==> src/rtl/i2cirq_pkg.sv <==
`timescale 1ns/1ps
package i2cirq_pkg;
  localparam int EV_W         = 3;
  localparam int EV_ADDR_NACK = 0;
  localparam int EV_BYTE_END  = 1;
  localparam int EV_SCL_TMO   = 2;

  typedef enum logic [1:0] {
    SEL_STATUS   = 2'd0,
    SEL_ENABLE   = 2'd1,
    SEL_TIMING   = 2'd2,
    SEL_CTRLSTAT = 2'd3
  } regSel_e;

  typedef struct packed {
    logic    wrStatus;
    logic    wrEnable;
    logic    wrTiming;
    logic    rdCtrlStat;
    regSel_e rdSel;
  } regStrobe_t;
endpackage

==> src/rtl/i2cirq_ctrl.sv <==
`timescale 1ns/1ps
module i2cirq_ctrl
  import i2cirq_pkg::*;
(
  input  logic       regWrEn,
  input  logic       regRdEn,
  input  logic [1:0] regAddr,
  output regStrobe_t strb
);
  regSel_e sel;

  always_comb begin
    sel             = regSel_e'(regAddr);
    strb.rdSel      = sel;
    strb.wrStatus   = regWrEn && (sel == SEL_STATUS);
    strb.wrEnable   = regWrEn && (sel == SEL_ENABLE);
    strb.wrTiming   = regWrEn && (sel == SEL_TIMING);
    // a write in the same cycle takes priority over the read side effect
    strb.rdCtrlStat = regRdEn && !regWrEn && (sel == SEL_CTRLSTAT);
  end
endmodule

==> src/rtl/i2cirq_scl_watchdog.sv <==
`timescale 1ns/1ps
module i2cirq_scl_watchdog #(
  parameter int PRESCALE = 4,
  parameter int LIMIT_W  = 8
) (
  input  logic               clk,
  input  logic               rstN,
  input  logic               xferActive,
  input  logic               sclIn,
  input  logic [LIMIT_W-1:0] limit,
  output logic               hit
);
  localparam int PW = (PRESCALE > 1) ? $clog2(PRESCALE) : 1;
  localparam logic [PW-1:0] PRE_LAST = PW'(PRESCALE - 1);

  logic [PW-1:0]      preCnt;
  logic [LIMIT_W-1:0] unitCnt;
  logic               fired;
  logic               lowActive;
  logic               atLimit;
  logic               preWrap;

  always_comb begin
    lowActive = xferActive && !sclIn;
    atLimit   = (unitCnt >= limit);
    preWrap   = (preCnt == PRE_LAST);
    hit       = lowActive && (limit != '0) && atLimit && !fired;
  end

  always_ff @(posedge clk or negedge rstN) begin
    if (!rstN) begin
      preCnt  <= '0;
      unitCnt <= '0;
      fired   <= 1'b0;
    end else if (!lowActive) begin
      preCnt  <= '0;
      unitCnt <= '0;
      fired   <= 1'b0;
    end else begin
      if (hit) fired <= 1'b1;
      if (!atLimit) begin
        preCnt <= preWrap ? '0 : preCnt + PW'(1);
        if (preWrap) unitCnt <= unitCnt + LIMIT_W'(1);
      end
    end
  end
endmodule

==> src/rtl/i2cirq_datapath.sv <==
`timescale 1ns/1ps
module i2cirq_datapath
  import i2cirq_pkg::*;
#(
  parameter int DATA_W = 16
) (
  input  logic              clk,
  input  logic              rstN,
  input  regStrobe_t        strb,
  input  logic [DATA_W-1:0] wdata,
  input  logic              evAddrNack,
  input  logic              evByteEnd,
  input  logic              evDataNack,
  input  logic              sclHit,
  input  logic              busIdle,
  output logic [EV_W-1:0]   statusVec,
  output logic [EV_W-1:0]   enableVec,
  output logic [DATA_W-1:0] timingVec,
  output logic [DATA_W-1:0] rdata,
  output logic              irq
);
  logic [EV_W-1:0] setVec;
  logic [EV_W-1:0] statusNext;
  logic            dataNackQ;

  always_comb begin
    setVec               = '0;
    setVec[EV_ADDR_NACK] = evAddrNack;
    setVec[EV_BYTE_END]  = evByteEnd;
    setVec[EV_SCL_TMO]   = sclHit;
  end

  // per-bit write-one-to-clear cell, set wins over clear
  for (genvar b = 0; b < EV_W; b++) begin : g_evCell
    always_comb
      statusNext[b] = (statusVec[b] && !(strb.wrStatus && wdata[b])) || setVec[b];
  end

  always_ff @(posedge clk or negedge rstN) begin
    if (!rstN) begin
      statusVec <= '0;
      enableVec <= '0;
      timingVec <= '0;
      dataNackQ <= 1'b0;
    end else begin
      statusVec <= statusNext;
      if (strb.wrEnable) enableVec <= wdata[EV_W-1:0];
      if (strb.wrTiming) timingVec <= wdata;
      dataNackQ <= (dataNackQ && !strb.rdCtrlStat) || evDataNack;
    end
  end

  always_comb begin
    rdata = '0;
    unique case (strb.rdSel)
      SEL_STATUS:   rdata[EV_W-1:0] = statusVec;
      SEL_ENABLE:   rdata[EV_W-1:0] = enableVec;
      SEL_TIMING:   rdata           = timingVec;
      SEL_CTRLSTAT: rdata[1:0]      = {busIdle, dataNackQ};
      default:      rdata           = '0;
    endcase
  end

  assign irq = |(statusVec & enableVec);
endmodule

==> src/rtl/i2c_irq_tmo_unit.sv <==
`timescale 1ns/1ps
module i2c_irq_tmo_unit
  import i2cirq_pkg::*;
#(
  parameter int DATA_W   = 16,
  parameter int LIMIT_W  = 8,
  parameter int PRESCALE = 4
) (
  input  logic              clk,
  input  logic              rstN,
  input  logic              regWrEn,
  input  logic              regRdEn,
  input  logic [1:0]        regAddr,
  input  logic [DATA_W-1:0] regWdata,
  output logic [DATA_W-1:0] regRdata,
  input  logic              evAddrNack,
  input  logic              evByteEnd,
  input  logic              evDataNack,
  input  logic              busIdle,
  input  logic              xferActive,
  input  logic              sclIn,
  output logic              irq
);
  localparam int LIMIT_LSB = DATA_W - LIMIT_W;

  regStrobe_t          strb;
  logic [EV_W-1:0]     statusVec;
  logic [EV_W-1:0]     enableVec;
  logic [DATA_W-1:0]   timingVec;
  logic [LIMIT_W-1:0]  tmoLimit;
  logic                sclHit;

  assign tmoLimit = timingVec[DATA_W-1:LIMIT_LSB];

  i2cirq_ctrl u_ctrl (
    .regWrEn (regWrEn),
    .regRdEn (regRdEn),
    .regAddr (regAddr),
    .strb    (strb)
  );

  i2cirq_scl_watchdog #(.PRESCALE(PRESCALE), .LIMIT_W(LIMIT_W)) u_wdog (
    .clk        (clk),
    .rstN       (rstN),
    .xferActive (xferActive),
    .sclIn      (sclIn),
    .limit      (tmoLimit),
    .hit        (sclHit)
  );

  i2cirq_datapath #(.DATA_W(DATA_W)) u_dp (
    .clk        (clk),
    .rstN       (rstN),
    .strb       (strb),
    .wdata      (regWdata),
    .evAddrNack (evAddrNack),
    .evByteEnd  (evByteEnd),
    .evDataNack (evDataNack),
    .sclHit     (sclHit),
    .busIdle    (busIdle),
    .statusVec  (statusVec),
    .enableVec  (enableVec),
    .timingVec  (timingVec),
    .rdata      (regRdata),
    .irq        (irq)
  );
endmodule

==> config.mk <==
export PLATFORM = sky130hd
export DESIGN_NAME = i2c_irq_tmo_unit
export DESIGN_NICKNAME = d
export VERILOG_FILES = /design/src/rtl/i2cirq_pkg.sv /design/src/rtl/i2cirq_ctrl.sv /design/src/rtl/i2cirq_scl_watchdog.sv /design/src/rtl/i2cirq_datapath.sv /design/src/rtl/i2c_irq_tmo_unit.sv
export SDC_FILE = /design/constraint.sdc
export NUM_CORES = 1
export LEC_CHECK = 0
export BUFFER_PORTS_ARGS = -buffer_cell sky130_fd_sc_hd__buf_2
export CORE_MARGIN = 2
export CORE_UTILIZATION = 53
export CTS_CLUSTER_SIZE = 28
export DETAILED_ROUTE_END_ITERATION = 16
export PLACE_DENSITY = 0.79
export SYNTH_ARGS = -nofsm -noshare
export SYNTH_HDL_FRONTEND = slang
export SYNTH_HIERARCHICAL = 1
export SYNTH_SLANG_ARGS = --single-unit
==> constraint.sdc <==
create_clock -name clk -period 2.5 [get_ports clk]
set_input_delay 0.25 -clock clk [delete_from_list [all_inputs] [get_ports clk]]
set_output_delay 0.25 -clock clk [all_outputs]
set_load 0.02 [all_outputs]
# Word level (Yosys, flattened, before mapping)
# Cells that the tools add are included.
dict set report totals {
  regBits 34
  input_bits 28
  elab_cells 60
}
dict set report classes {
  n_addsub 2
  order_cmp 1
  eq_ne 7
  mux 11
  bitwise_logic 1
  reduce_logical 31
}
# operator count
set ops {}
lappend ops {{$mux W8} 3}
lappend ops {{$logic_and A1 B1 Y1} 16}
lappend ops {{$mux W13} 1}
lappend ops {{$add A8 B1 Y8 const B} 1}
lappend ops {{$ge A8 B8 Y1} 1}
lappend ops {{$pmux W2 S4} 1}
lappend ops {{$reduce_bool A8 Y1} 1}
lappend ops {{$logic_not A1 Y1} 7}
lappend ops {{$eq A2 B2 Y1 const B} 3}
lappend ops {{$mux W2} 3}
lappend ops {{$ne A2 B2 Y1 const B} 3}
lappend ops {{$logic_or A1 B1 Y1} 4}
lappend ops {{$and A3 B3 Y3} 1}
lappend ops {{$pmux W1 S3} 1}
lappend ops {{$reduce_or A3 Y1} 1}
lappend ops {{$add A2 B1 Y2 const B} 1}
lappend ops {{$eq A2 B1 Y1 const B} 1}
lappend ops {{$logic_not A2 Y1} 1}
lappend ops {{$mux W1} 2}
lappend ops {{$reduce_and A2 Y1} 1}

# Logic depth before layout (Yosys ltp)
dict set report logic_depth {
  ltp_word 7
  ltp_mapped 8
  ltp_nobuf 7
}

# Cells and area by module
# Netlist, hierarchy kept.
# mod instances cells_per_inst area_per_inst_um2 seq_area_each_um2
set modules_own_cells {}
lappend modules_own_cells {i2cirq_datapath 1 74 1032.2 575.6}
lappend modules_own_cells {i2cirq_scl_watchdog 1 87 822.0 275.3}
lappend modules_own_cells {i2cirq_ctrl 1 6 52.6 0.0}

# Worst setup path before layout
# OpenSTA, ideal clock, no wires.
dict set report synth_path {
  kind {reg-to-reg}
  from {register u_wdog.unitCnt[1]}
  to {register u_wdog.unitCnt[5]}
  arrival_time_ps 2004
  path_slack_ps 418
  stages_incl_launch_ff 7
  cell_sequence {dfrtp_1 -> ha_1 -> or4_4 -> a21oi_4 -> o31ai_4 -> or4_1 -> a21oi_1}
}
dict set report synth_between {
  elab_chain_len 4
  elab_cells_between_ends 7
  classes_between {add/sub: 1; order compare: 1; eq/ne: 1; mux: 3; reduce/logical: 1}
}
# element line
set synth_rtl {}
lappend synth_rtl {{from (decl)} i2cirq_scl_watchdog.sv:17} ;# logic [LIMIT_W-1:0] unitCnt;
lappend synth_rtl {{from (signal assigned)} i2cirq_scl_watchdog.sv:43} ;# if (preWrap) unitCnt <= unitCnt + LIMIT_W'(1);
lappend synth_rtl {{$add A8 B1 Y8} i2cirq_scl_watchdog.sv:43}
lappend synth_rtl {{$mux W8} i2cirq_scl_watchdog.sv:43}
lappend synth_rtl {{$mux W8} i2cirq_scl_watchdog.sv:41} ;# if (!atLimit) begin
lappend synth_rtl {{$mux W8} i2cirq_scl_watchdog.sv:35} ;# end else if (!lowActive) begin
# Several ways; a longest one is shown, not always the timed one. The select of a mux whose other input is x is not followed.
# A chain may end at the register's enable or synchronous reset.

# Worst setup path after layout
dict set report layout_path {
  from {register u_dp.timingVec[10]}
  to {register u_wdog.unitCnt[5]}
}
dict set report layout_between {
  elab_chain_len 3
}
# element line
set layout_rtl {}
lappend layout_rtl {{from (decl)} i2cirq_datapath.sv:18} ;# output logic [DATA_W-1:0] timingVec,
lappend layout_rtl {{from (signal assigned)} i2cirq_datapath.sv:48} ;# if (strb.wrTiming) timingVec <= wdata;
lappend layout_rtl {{$ge A8 B8 Y1} i2cirq_scl_watchdog.sv:25} ;# atLimit = (unitCnt >= limit);
lappend layout_rtl {{$ne A2 B2 Y1 (no source line)} --}
lappend layout_rtl {{$reduce_and A2 Y1 (no source line)} --}
# No other way between the ends.

==> implementation parameters <==
Parameter                              Value

Run status
  Run status ... completed

CTS
  # clock sinks ... 34
  TritonCTS clock tree ... built
  Clock buffer count from CTS ... 5
  Post-CTS Setup Inserts ... 0
  Clk Latency, worst-skew pair ... around 0.33 ns
  H-Tree Depth ... 2
  Clock-pin transition on the worst setup and hold timing paths ... ~0.1 ns
  CTS Root Cell ... sky130_fd_sc_hd__clkbuf_4
  CTS max path bufs ... 2

Synthesis
  Most used DFF post-synth ... sky130_fd_sc_hd__dfrtp_1
  Post-synthesis instance area ... between 1500 and 2000 um2
  Part of the Yosys area used for sequential elements ... 0.446
  Synthesized Nets ... roughly 210
  Seq cells post-synth ... 34
  Gate Count Post-Synth ... roughly 170
  Share of synthesized registers carrying an async set or reset ... 1.00
  Syn avg cell area ... ~11 um2
  Yosys warning count ... 6
  Number of enable-type register cells in the synthesized netlist ... 0
  Distinct cell type count of the synthesized netlist ... between 40 and 50

STA
  Worst Hold Margin ... 0.0879 ns
  Final setup TNS ... 0 ns
  Finish-stage setup viols ... 0
  Count of endpoints failing hold in the final timing report ... 0
  Max_slew headroom ... 0.496
  Worst Max-Slew Pin Slew ... around 0.76 ns
  FMAX ... between 400 and 500 MHz
  Clk_skew ... approximately 0.008 ns
  Fraction of the cycle the final worst path needs ... 0.888
  Setup repair after global routing missed its margin ... false
  Final Max Tran Viols ... 0
  Post-layout min period ... 2.22 ns

Worst hold path
  Hold Path Sink ... u_dp/dataNackQ$_DFF_PN0_
  Worst hold stages ... 2
  Start point of the worst hold path ... evDataNack
  Hold WC Path Type ... primary input to flip-flop

Floorplan
  Boundary pin count ... 45
  Die Y ... 64.0 um
  Floorplan die area ... 4090 um2
  FP Rows ... 21
  Starting density of the core ... 0.563
  Horiz. Die Dim ... ~64 um
  Core region area ... 3390 um2

Routing
  Final routed DRC violation total ... 0
  Number of DRC markers after the initial detailed-route iteration ... 37
  Pre-Repair DR Iteration Count ... 4
  Detailed-route vias per instance ... between 5 and 6
  Number of antenna-violating nets in the routed design ... 0
  Routed wire length ... roughly 3.7 mm
  Wire length per cell ... approximately 14 um
  Total via count in the routed design ... around 1400

GRT
  Global route total overflow ... 0
  First-pass GRT wire length ... 6.13 mm
  Aggregate global-route resource usage ... 0.196
  Initial antenna violation count ... 0
  Largest net degree at the start of global routing ... 35
  Number of global-route vias before repair ... between 1000 and 1500

Power and ir drop
  Internal ... 0.856 mW
  Power share of the sequential group ... 0.545
  Cell area power density ... 554 nW/um2
  Final Power ... 1.21 mW
  Switch Pwr ... 0.359 mW
  Proportion of power drawn by combinational gates ... 0.229
  Switching Share ... 0.295
  Static leakage ... between 1 and 1.5 nW
  Worst VDD drop ... around 0.34 mV
  Clock share of power ... 0.226

Finish
  Filler-free cell count of the finished design ... between 200 and 300
  Total area of multi-input combinational cells ... ~960 um2
  Most frequent standard cell in the layout excluding fill and tap cells ... sky130_fd_sc_hd__buf_2
  Area Overhead vs Synth ... 14.9%
  Post-route cell area ... ~2200 um2
  Leading cell types in the layout, fill and taps excluded ... sky130_fd_sc_hd__buf_2, sky130_fd_sc_hd__dfrtp_1, sky130_fd_sc_hd__mux2_2, sky130_fd_sc_hd__and2_1, sky130_fd_sc_hd__inv_1
  Filler Cell Count ... 268
  Net count reported at finish ... about 250
  Area used by sequential logic in the layout ... around 850 um2
  Count of antenna diodes in the layout ... 0
  Share of post-route cells with drive strength above 1 ... 0.379

Worst setup path
  Buffers and inverters on the worst path ... 1
  Critical-path maximum fanout ... 10
  Critical path's largest stage delay ... 0.53 ns
  Critical path cell sequence ... inv_1 > ha_1 > or4_4 > a21oi_4 > o31ai_4 > or4_1 > a21oi_1
  Data required time of the worst path ... roughly 2.8 ns
  Worst Setup Start Kind ... flip-flop
  Startpoint of the lowest-slack register-to-register path ... u_dp/timingVec[10]$_DFFE_PN0P_
  RR Endpoint ... u_wdog/unitCnt[5]$_DFFE_PN0P_
  Logic depth of the worst register-to-register path ... 7
  Slowest library cell on the worst path ... sky130_fd_sc_hd__or4_4
  Data arrival at the endpoint of the critical path ... between 2 and 2.5 ns
  Crit Path Class ... flip-flop to flip-flop
  Largest delay contributor family on the critical path ... simple AND/OR/NAND/NOR gates
  Register-to-Register Setup Slack ... 0.28 ns
  Worst Setup End Kind ... flip-flop

Job
  Max Cap Violations ... 0

Place
  Routability congestion estimate ... ~0.77
  Placed cell count ... ~250
  Cell Area, Placed ... roughly 2100 um2
  Post-detail-place hpwl ... roughly 2.8 mm
  IO Port Bufs ... between 40 and 50
## power groups by stage
stage,clock network [mW],logic [mW],registers [mW]
after floorplan,0,0.202,0.657
after global placement,0,0.268,0.668
after detailed placement,0,0.279,0.673
after CTS,0.279,0.281,0.662
after global routing,0.304,0.306,0.673
final,0.275,0.279,0.661
## cell families after synthesis
logic type               after synthesis  synth area share
AO/OA/AOI/OAI                         33             0.140
adder cells (fa/ha/maj)               10            0.0656
multiplexers                          22             0.141
buffers and inverters                 20            0.0492
AND/OR/NAND/NOR                       48             0.157
flip-flops                            34             0.446
## cells in the mapped netlist, drive strengths merged, types with 5 or more instances
cell	instances	area (um2)
and2	13	81.3
buf	5	36.3
nand2	9	33.8
a21o	5	37.5
ha	10	125
a21oi	10	61.3
mux2	19	214
dfrtp	34	851
inv	12	45.0
## worst max path at each step
stage,end,cells past startpoint,from
floorplan,u_wdog/unitCnt[5]$_DFFE_PN0P_,6,u_wdog/unitCnt[1]$_DFFE_PN0P_
global placement,u_wdog/unitCnt[5]$_DFFE_PN0P_,6,u_wdog/unitCnt[1]$_DFFE_PN0P_
detailed placement,u_wdog/unitCnt[7]$_DFFE_PN0P_,7,u_dp/timingVec[10]$_DFFE_PN0P_
CTS,u_wdog/unitCnt[7]$_DFFE_PN0P_,7,u_dp/timingVec[10]$_DFFE_PN0P_
global route,u_wdog/unitCnt[5]$_DFFE_PN0P_,7,u_dp/timingVec[10]$_DFFE_PN0P_
finish,u_wdog/unitCnt[5]$_DFFE_PN0P_,7,u_dp/timingVec[10]$_DFFE_PN0P_
## per-stage QoR
| stage | utilization | setup slack [ns] |
|---|---|---|
| 6_report | 0.646 | 0.280 |
| 5_1_grt | 0.646 | 0.137 |
| 4_1_cts | 0.646 | 0.278 |
| 3_5_place_dp | 0.630 | 0.292 |
| 3_3_place_gp | 0.630 | 0.370 |
| 2_1_floorplan | - | 0.418 |
## layer usage
layer / track usage / routed length [um] / up-vias / share of wire
met4: 0.0598 / 42 / 0 / 0.011
li1: - / - / 702 / -
met1: 0.225 / 1560 / 698 / 0.42
met3: 0.0616 / 181 / 6 / 0.049
met5: 0 / 0 / - / 0
met2: 0.346 / 1940 / 27 / 0.52
## what timing repair did
| item | in CTS | in global routing |
|---|---|---|
| gates resized for setup | 0 | 0 |
| endpoints found under the hold margin | 9 | 0 |
| setup endpoints to repair | 0 | 0 |
| hold buffers | 1 | 0 |
## final cells by class
type                       instances  area share
multi-input combinational        113       0.439
sequential                        34       0.388
timing repair buffer              45       0.105
tap                               46      0.0263
clock buffer                       7      0.0206
inverter                          12      0.0206
## registers in the layout (all words and copies together), names as in the netlist
signal          count
u_wdog/unitCnt      8
u_wdog/preCnt       2
u_wdog/fired        1
u_dp/statusVec      3
u_dp/timingVec     16
u_dp/enableVec      3
u_dp/dataNackQ      1
(Power assumes the default switching activity.)
